--- config.mk ---
export PLATFORM = sky130hd
export DESIGN_NAME = srf_entry_seq
export DESIGN_NICKNAME = d
export VERILOG_FILES = /design/src/rtl/srf_pkg.sv /design/src/rtl/srf_timer.sv /design/src/rtl/srf_ctrl.sv /design/src/rtl/srf_out_decode.sv /design/src/rtl/srf_entry_seq.sv
export SDC_FILE = /design/constraint.sdc
export NUM_CORES = 1
export LEC_CHECK = 0
export BUFFER_PORTS_ARGS = -buffer_cell sky130_fd_sc_hd__buf_2
export CORE_AREA = 2 2 57 59
export CTS_BUF_LIST = sky130_fd_sc_hd__clkbuf_4
export CTS_CLUSTER_DIAMETER = 200
export DETAILED_ROUTE_END_ITERATION = 8
export DIE_AREA = 0 0 59 61
export GPL_ROUTABILITY_DRIVEN = 0
export PLACE_DENSITY = 0.65
export SYNTH_ARGS = -nofsm -noshare
export SYNTH_HDL_FRONTEND = slang
export SYNTH_SLANG_ARGS = --single-unit
--- constraint.sdc ---
create_clock -name clk -period 3 [get_ports clk]
set_input_delay 0.45 -clock clk [delete_from_list [all_inputs] [get_ports clk]]
set_output_delay 0.45 -clock clk [all_outputs]
set_load 0.05 [all_outputs]
--- src/rtl/srf_pkg.sv ---
package srf_pkg;

    typedef enum logic [3:0] {
        ST_IDLE,
        ST_DRAIN,
        ST_PRE,
        ST_WAIT_RP,
        ST_AREF,
        ST_WAIT_RFC,
        ST_SRE,
        ST_SELF,
        ST_EXIT
    } srf_state_e;

    typedef enum logic [1:0] {
        TSEL_RP,
        TSEL_RFC,
        TSEL_XSR
    } srf_tsel_e;

    typedef struct packed {
        srf_state_e state;
    } srf_ctrl_t;

    typedef struct packed {
        logic pre_all;
        logic refresh;
        logic sr_enter;
        logic cke;
        logic status;
        logic block;
    } srf_out_t;

endpackage

--- src/rtl/srf_timer.sv ---
module srf_timer #(
    parameter int CNT_W = 8
) (
    input  logic             clk,
    input  logic             rst_n,
    input  logic             load,
    input  logic [CNT_W-1:0] load_val,
    output logic             expired
);
    localparam logic [CNT_W-1:0] ONE = CNT_W'(1);

    logic [CNT_W-1:0] cnt_d, cnt_q;

    always_comb begin
        cnt_d = cnt_q;
        if (load)
            cnt_d = load_val;
        else if (cnt_q != '0)
            cnt_d = cnt_q - ONE;
    end

    always_ff @(posedge clk or negedge rst_n) begin
        if (!rst_n) cnt_q <= '0;
        else        cnt_q <= cnt_d;
    end

    // a count of 0 or 1 both give one wait cycle
    assign expired = (cnt_q <= ONE);
endmodule

--- src/rtl/srf_ctrl.sv ---
module srf_ctrl
    import srf_pkg::*;
(
    input  logic       clk,
    input  logic       rst_n,
    input  logic       sr_enable,
    input  logic       op_busy,
    input  logic       tmr_expired,
    output srf_state_e state,
    output logic       tmr_load,
    output srf_tsel_e  tmr_sel
);
    srf_ctrl_t r_d, r_q;

    always_comb begin
        r_d      = r_q;
        tmr_load = 1'b0;
        tmr_sel  = TSEL_RP;
        unique case (r_q.state)
            ST_IDLE:     if (sr_enable) r_d.state = ST_DRAIN;
            ST_DRAIN:    if (!op_busy) r_d.state = ST_PRE;
            ST_PRE: begin
                tmr_load  = 1'b1;
                tmr_sel   = TSEL_RP;
                r_d.state = ST_WAIT_RP;
            end
            ST_WAIT_RP:  if (tmr_expired) r_d.state = ST_AREF;
            ST_AREF: begin
                tmr_load  = 1'b1;
                tmr_sel   = TSEL_RFC;
                r_d.state = ST_WAIT_RFC;
            end
            ST_WAIT_RFC: if (tmr_expired) r_d.state = ST_SRE;
            ST_SRE:      r_d.state = ST_SELF;
            ST_SELF: begin
                if (!sr_enable) begin
                    tmr_load  = 1'b1;
                    tmr_sel   = TSEL_XSR;
                    r_d.state = ST_EXIT;
                end
            end
            ST_EXIT:     if (tmr_expired) r_d.state = ST_IDLE;
            default:     r_d.state = ST_IDLE;
        endcase
    end

    always_ff @(posedge clk or negedge rst_n) begin
        if (!rst_n) r_q <= '{state: ST_IDLE};
        else        r_q <= r_d;
    end

    assign state = r_q.state;
endmodule

--- src/rtl/srf_out_decode.sv ---
module srf_out_decode
    import srf_pkg::*;
(
    input  srf_state_e state,
    output srf_out_t   o
);
    always_comb begin
        o         = '0;
        o.cke     = 1'b1;
        o.block   = (state != ST_IDLE);
        unique case (state)
            ST_PRE:  o.pre_all  = 1'b1;
            ST_AREF: o.refresh  = 1'b1;
            ST_SRE: begin
                o.sr_enter = 1'b1;
                o.cke      = 1'b0;
            end
            ST_SELF: begin
                o.cke    = 1'b0;
                o.status = 1'b1;
            end
            ST_EXIT: o.status = 1'b1;
            default: ;
        endcase
    end
endmodule

--- src/rtl/srf_entry_seq.sv ---
module srf_entry_seq
    import srf_pkg::*;
#(
    parameter int CNT_W = 8
) (
    input  logic             clk,
    input  logic             rst_n,
    input  logic             sr_enable,
    input  logic             op_busy,
    input  logic [CNT_W-1:0] t_rp,
    input  logic [CNT_W-1:0] t_rfc,
    input  logic [CNT_W-1:0] t_xsr,
    output logic             cmd_pre_all,
    output logic             cmd_refresh,
    output logic             cmd_sr_enter,
    output logic             cke,
    output logic             sr_status,
    output logic             access_block
);
    srf_state_e       state;
    logic             tmr_load, tmr_expired;
    srf_tsel_e        tmr_sel;
    logic [CNT_W-1:0] tmr_val;
    srf_out_t         outs;

    srf_ctrl u_ctrl (
        .clk         (clk),
        .rst_n       (rst_n),
        .sr_enable   (sr_enable),
        .op_busy     (op_busy),
        .tmr_expired (tmr_expired),
        .state       (state),
        .tmr_load    (tmr_load),
        .tmr_sel     (tmr_sel)
    );

    always_comb begin
        unique case (tmr_sel)
            TSEL_RFC: tmr_val = t_rfc;
            TSEL_XSR: tmr_val = t_xsr;
            default:  tmr_val = t_rp;
        endcase
    end

    srf_timer #(.CNT_W(CNT_W)) u_timer (
        .clk      (clk),
        .rst_n    (rst_n),
        .load     (tmr_load),
        .load_val (tmr_val),
        .expired  (tmr_expired)
    );

    srf_out_decode u_dec (
        .state (state),
        .o     (outs)
    );

    assign cmd_pre_all  = outs.pre_all;
    assign cmd_refresh  = outs.refresh;
    assign cmd_sr_enter = outs.sr_enter;
    assign cke          = outs.cke;
    assign sr_status    = outs.status;
    assign access_block = outs.block;
endmodule

# After elaboration in Yosys (flattened, before gate mapping)
# Cells that the tools add are included.
# classes
n_addsub	1
n_eq_ne	16
order_cmp	1
mux	19
reduce_logical	8
# ops
operator	count
4-bit case mux with 9 select lines	1
4-bit 2-to-1 mux	6
4-bit by 3-bit == test with 1-bit output, second input constant	4
8-bit 2-to-1 mux	2
8-bit case mux with 2 select lines	1
2-bit inequality test, second input constant	6
4-bit by 2-bit == test with 1-bit output, second input constant	2
8-bit by 1-bit <= comparator with 1-bit output, second input constant	1
8-bit nonzero test	1
8-bit by 1-bit subtractor with 8-bit output, second input constant	1
1-bit 2-to-1 mux	6
6-bit AND reduction	1
2-bit OR reduction	3
4-bit by 1-bit == test with 1-bit output, second input constant	1
4-bit == test, second input constant	1
4-bit zero test	1
2-bit case mux with 2 select lines	1
4-bit nonzero test	1
2-bit by 1-bit == test with 1-bit output, second input constant	1
2-bit == test, second input constant	1
2-bit 2-to-1 mux	1
1-bit case mux with 2 select lines	1
2-bit nonzero test	1
# word_totals
regBits	12
elab_cells	47
out_inout_bits	6

# Depth between registers and ports, before layout
# depth
depth_word	5
mapped_depth	10

# Hierarchy
# A second synthesis with hierarchy kept.
# unflattened
cells_unflattened	133
area_unflattened_um2	1096.1
# by_module_without_submodules
mod	area_per_inst_um2	cells_per_inst	instances	seq_area_each_um2
srf_timer	521.8	55	1	200.2
srf_ctrl	319.1	37	1	100.1
srf_entry_seq	192.7	31	1	0.0
srf_out_decode	62.6	10	1	0.0

# Worst setup path before layout
# Ideal clock, no wire load.
# synth_path
path_kind	register -> register
startpoint	register u_ctrl.r_q (netlist bit u_ctrl.state[1])
endpoint	register u_timer.cnt_q[7]
path_slack_ns	0.652
path_buffers	3
arrival_time_ns	2.219
stages_incl_launch_ff	10
setup_time_ns	0.129
path_cell_list	dfrtp_1 -> clkbuf_1 -> nand2_1 -> or3_1 -> ha_1 -> clkbuf_1 -> clkbuf_1 -> nor2_1 -> a211oi_1 -> a21oi_2
# synth_between
elab_chain_cells	5
word_cells_on_any_way	11
classes_between	eq/ne: 5; mux: 4; reduce/logical: 2
# synth_lines
element	line_no	text
start: declaration	srf_ctrl.sv:13	srf_ctrl_t r_d, r_q;
start signal: assignment	srf_ctrl.sv:48	if (!rst_n) r_q <= '{state: ST_IDLE};
start signal: assignment	srf_ctrl.sv:49	else r_q <= r_d;
4-bit by 3-bit == test with 1-bit output	srf_ctrl.sv:19	unique case (r_q.state)
2-bit case mux with 2 select lines	srf_ctrl.sv:19	
2-bit == test / 2-bit by 1-bit == test with 1-bit output (equally long branches)	srf_entry_seq.sv:38	unique case (tmr_sel)
8-bit case mux with 2 select lines	srf_entry_seq.sv:38	
8-bit 2-to-1 mux	srf_timer.sv:16	if (load)
end signal: assignment	srf_timer.sv:24	else cnt_q <= cnt_d;
end: declaration	srf_timer.sv:12	logic [CNT_W-1:0] cnt_d, cnt_q;
# Parallel ways exist; a longest one is shown, timed or not.
# A chain may end at the register's enable or synchronous reset.

# Worst setup path after layout
# Same ends and word-level chain as after synthesis.

==> flow_results.xml <==
<?xml version="1.0" encoding="UTF-8"?>
<metrics>
  <group name="sta">
    <metric name="rsz0062_at_grt" unit="">false</metric>
    <metric name="fin_setup_tns" unit="ps">0</metric>
    <metric name="clock-skew-final" unit="ps">4.67</metric>
    <metric name="drv_slew" unit="">0</metric>
    <metric name="worst_pin_slew" unit="ps">708</metric>
    <metric name="fmax" unit="MHz">441</metric>
    <metric name="post_route_clock_period_utilization" unit="%">75.6</metric>
    <metric name="timing.final.setup_violations" unit="">0</metric>
    <metric name="fin_crit" unit="ps">2270</metric>
    <metric name="final-hold-violation-count" unit="">0</metric>
    <metric name="max-slew-margin-rel" unit="%">52.8</metric>
  </group>
  <group name="yosys">
    <metric name="yosysUniqueCellTypes" unit="">38</metric>
    <metric name="postSynth.asyncResetShare" unit="%">100</metric>
    <metric name="synth-seq-area-share" unit="%">29.7</metric>
    <metric name="syn-cell-area" unit="um2">1010</metric>
    <metric name="synth.ff_latch_count" unit="">12</metric>
    <metric name="synth-compound-area-share" unit="%">24.4</metric>
    <metric name="synth-edff-count" unit="">0</metric>
    <metric name="synth_nets" unit="">157</metric>
    <metric name="simple_gate_share_of_the_synthesized_area" unit="%">28.7</metric>
    <metric name="mean_cell_area_of_the_mapped_netlist" unit="um2">8.09</metric>
    <metric name="largest_family_of_logic_cells_by_synthesized_area" unit="">simple AND/OR/NAND/NOR gates</metric>
    <metric name="multiplexer_fraction_of_the_synthesized_cell_area" unit="%">4.58</metric>
    <metric name="synthXorXnorAreaFrac" unit="%">2.60</metric>
    <metric name="synthCells" unit="">125</metric>
    <metric name="synthAdderAreaFrac" unit="%">4.95</metric>
    <metric name="synthesis.yosys.warnings" unit="">0</metric>
    <metric name="synth_flop_cell" unit="">sky130_fd_sc_hd__dfrtp_1</metric>
  </group>
  <group name="pwr">
    <metric name="p_comb_share" unit="%">49.6</metric>
    <metric name="ir_worst_vdd" unit="mV">0.327</metric>
    <metric name="fin_total_pwr" unit="mW">0.929</metric>
    <metric name="power_frac_clock" unit="%">10.8</metric>
    <metric name="leakagePower" unit="nW">0.506</metric>
    <metric name="p_int" unit="mW">0.489</metric>
    <metric name="powerDensity" unit="nW/um2">767</metric>
    <metric name="p_switching" unit="mW">0.440</metric>
    <metric name="power_switching_share" unit="%">47.3</metric>
    <metric name="power.share.sequential" unit="%">39.6</metric>
  </group>
  <group name="final_layout">
    <metric name="share_of_final_layout_standard_cells_stronger_than_drive_strength_1" unit="%">28.6</metric>
    <metric name="antennaDiodeCount" unit="">0</metric>
    <metric name="layout.nets" unit="">187</metric>
    <metric name="areaGrowthSynthToFinish" unit="%">19.8</metric>
    <metric name="layoutNonFillerInstCount" unit="">187</metric>
    <metric name="most-common-layout-cells" unit="">sky130_fd_sc_hd__buf_2 (33), sky130_fd_sc_hd__nor2_1 (17), sky130_fd_sc_hd__dfrtp_1 (12)</metric>
    <metric name="layout_commonest_cell" unit="">sky130_fd_sc_hd__buf_2</metric>
  </group>
  <group name="clocking">
    <metric name="post_cts.resized_instances" unit="">0</metric>
    <metric name="cts.root.buffer_cell" unit="">sky130_fd_sc_hd__clkbuf_4</metric>
    <metric name="clk_path_buf_depth" unit="">2</metric>
    <metric name="clock-sinks" unit="">12</metric>
    <metric name="tritoncts_clock_tree" unit="">done</metric>
    <metric name="clk-insertion-delay-late" unit="ps">270</metric>
    <metric name="ctsHoldBuffers" unit="">0</metric>
    <metric name="numCtsBuffers" unit="">3</metric>
    <metric name="post_cts_setup_driven_buffer_insertion_count" unit="">0</metric>
    <metric name="clock_tree.htree_level_count" unit="">1</metric>
    <metric name="clk_transition_reported_paths" unit="ps">80</metric>
  </group>
  <group name="floorplan">
    <metric name="io-pin-count" unit="">34</metric>
    <metric name="floorplan.initialDensity" unit="%">34.2</metric>
    <metric name="floorplan.die.width" unit="um">59</metric>
    <metric name="fp.coreArea" unit="um2">2950</metric>
    <metric name="die_outline_area" unit="um2">3600</metric>
    <metric name="floorplan.rows" unit="">20</metric>
    <metric name="die_h" unit="um">61</metric>
  </group>
  <group name="worst_setup_path">
    <metric name="arrival" unit="ps">2390</metric>
    <metric name="worst-r2r-cell-count" unit="">6</metric>
    <metric name="timing.critical_path.to_type" unit="">flip-flop</metric>
    <metric name="timing.critical_path.from_type" unit="">flip-flop</metric>
    <metric name="critical_path.max_fanout" unit="">16</metric>
    <metric name="required" unit="ps">3130</metric>
    <metric name="worstSetupPathType" unit="">flip-flop to flip-flop</metric>
  </group>
  <group name="global_routing">
    <metric name="global_route_wire_length_before_repair" unit="um">3860</metric>
    <metric name="grt_max_degree" unit="">17</metric>
    <metric name="grt_pass1_vias" unit="">897</metric>
    <metric name="groute.usage.overall" unit="%">14.1</metric>
    <metric name="grt.overflow.total" unit="">0</metric>
    <metric name="number_of_antenna_violations_at_the_first_check_in_global_routing" unit="">0</metric>
  </group>
  <group name="detailed_routing">
    <metric name="wire_per_inst" unit="um">12.8</metric>
    <metric name="antenna_left" unit="">0</metric>
    <metric name="detailedRoute.firstIterationViolations" unit="">26</metric>
    <metric name="num_vias" unit="">996</metric>
    <metric name="totalWireLength" unit="um">2390</metric>
    <metric name="drcViolationCount" unit="">0</metric>
    <metric name="detail_route.vias_per_cell" unit="">5.33</metric>
    <metric name="number_of_iterations_in_the_first_detailed_routing_pass" unit="">4</metric>
    <metric name="route.met3.wl" unit="um">63</metric>
    <metric name="met2_wirelength" unit="um">1160</metric>
    <metric name="met1Wirelength" unit="um">1130</metric>
    <metric name="topRoutingLayerUsed" unit="">met4</metric>
  </group>
  <group name="placed_design">
    <metric name="detailed_place_hpwl" unit="um">1880</metric>
    <metric name="placed_cells_incl_taps" unit="">183</metric>
    <metric name="io_buffers" unit="">33</metric>
  </group>
  <group name="run">
    <metric name="maxCapViolCount" unit="">0</metric>
  </group>
  <group name="run_status">
    <metric name="status" unit="">complete, no violations</metric>
  </group>
  <group name="worst_hold_path">
    <metric name="min-delay-path-class" unit="">input pin to async pin</metric>
  </group>
</metrics>
==> cell type report <==
class                           count  area (um2)
Fill cell                         312        1740
Clock buffer                        3        22.5
Clock inverter                      1        3.75
Multi-Input combinational cell    100         659
Inverter                            5        18.8
Tap cell                           33        41.3
Timing Repair Buffer               33         165
Sequential cell                    12         300
==> power by group through the flow <==
stage	logic (mW)	clock network [mW]	registers, mW
after detailed placement	0.461	0	0.369
after CTS	0.465	0.105	0.365
after global routing	0.520	0.115	0.384
after floorplan	0.410	0	0.318
after global placement	0.455	0	0.360
final	0.460	0.101	0.368
==> cell families after synthesis <==
kind of cell	count (synthesis)
xor gates and xnor gates	3
AOI/OAI and AO/OA	37
muxes	4
adders and majority gates	4
buffers and inverters	13
DFF	12
and+or+nand+nor	52
==> state kept, by name, indices dropped and copies added (netlist names) <==
name	cells
u_timer.cnt_q	8
u_ctrl.state	4
==> per-stage QoR <==
| step | worst slack, ps | area, um2 | util (%) | hold WS [ps] |
|---|---|---|---|---|
| 6_report | 732 | 1210 | 41.0 | 45.9 |
| 5_1_grt | 550 | 1210 | 41.0 | 65.2 |
| 4_1_cts | 719 | 1210 | 41.0 | 52.6 |
| 3_5_place_dp | 749 | 1180 | 40.1 | 349 |
| 3_3_place_gp | 823 | 1180 | 40.1 | 344 |
| 2_1_floorplan | 652 | 1010 | - | 154 |
==> worst max-delay path: stages, from the launching register on <==
cell and delay, ps:
sky130_fd_sc_hd__dfrtp_1 580, sky130_fd_sc_hd__nand2_1 150, sky130_fd_sc_hd__or3_1 410, sky130_fd_sc_hd__ha_1 560, sky130_fd_sc_hd__nor2_1 90, sky130_fd_sc_hd__a211oi_1 280
sky130_fd_sc_hd__a21oi_2 50
==> path summary, 6_finish.rpt <==
path                            startpoint               end  slack, ps
setup / recovery           u_ctrl.state[1]  u_timer.cnt_q[7]        730
hold / removal                       rst_n   u_ctrl.state[2]         50
setup reg to reg           u_ctrl.state[1]  u_timer.cnt_q[7]        730
hold reg to reg            u_ctrl.state[3]   u_ctrl.state[2]        580
max in group asynchronous            rst_n  u_timer.cnt_q[5]       2730
min in group clk                   t_rp[4]  u_timer.cnt_q[4]        460
==> synth_stat cells (2+ instances only) <==
library cell               instances  area share (%)
sky130_fd_sc_hd__a211oi_1          5             3.7
sky130_fd_sc_hd__a21oi_1           9             4.5
sky130_fd_sc_hd__a22oi_1           8             5.9
sky130_fd_sc_hd__buf_2             2            0.99
sky130_fd_sc_hd__clkbuf_1          6             2.2
sky130_fd_sc_hd__dfrtp_1          12              30
sky130_fd_sc_hd__ha_1              4             5.0
sky130_fd_sc_hd__inv_1             5             1.9
sky130_fd_sc_hd__mux2i_1           2             2.0
sky130_fd_sc_hd__nand2_1          10             3.7
sky130_fd_sc_hd__nand2b_1          3             1.9
sky130_fd_sc_hd__nand3_1           3             1.5
sky130_fd_sc_hd__nor2_1           17             6.3
sky130_fd_sc_hd__nor2b_1           4             2.5
sky130_fd_sc_hd__nor3_1            5             2.5
sky130_fd_sc_hd__o21ai_0           6             3.0
sky130_fd_sc_hd__o22ai_1           2             1.2
sky130_fd_sc_hd__xnor2_1           2             1.7
==> per-layer routing <==
layer | up-vias | GRT usage, %
li1 | 512 | -
met1 | 464 | 19.5
met2 | 18 | 22.1
met3 | 2 | 0.640
met4 | 0 | 8.12
met5 | - | 0
(Power assumes the default switching activity.)
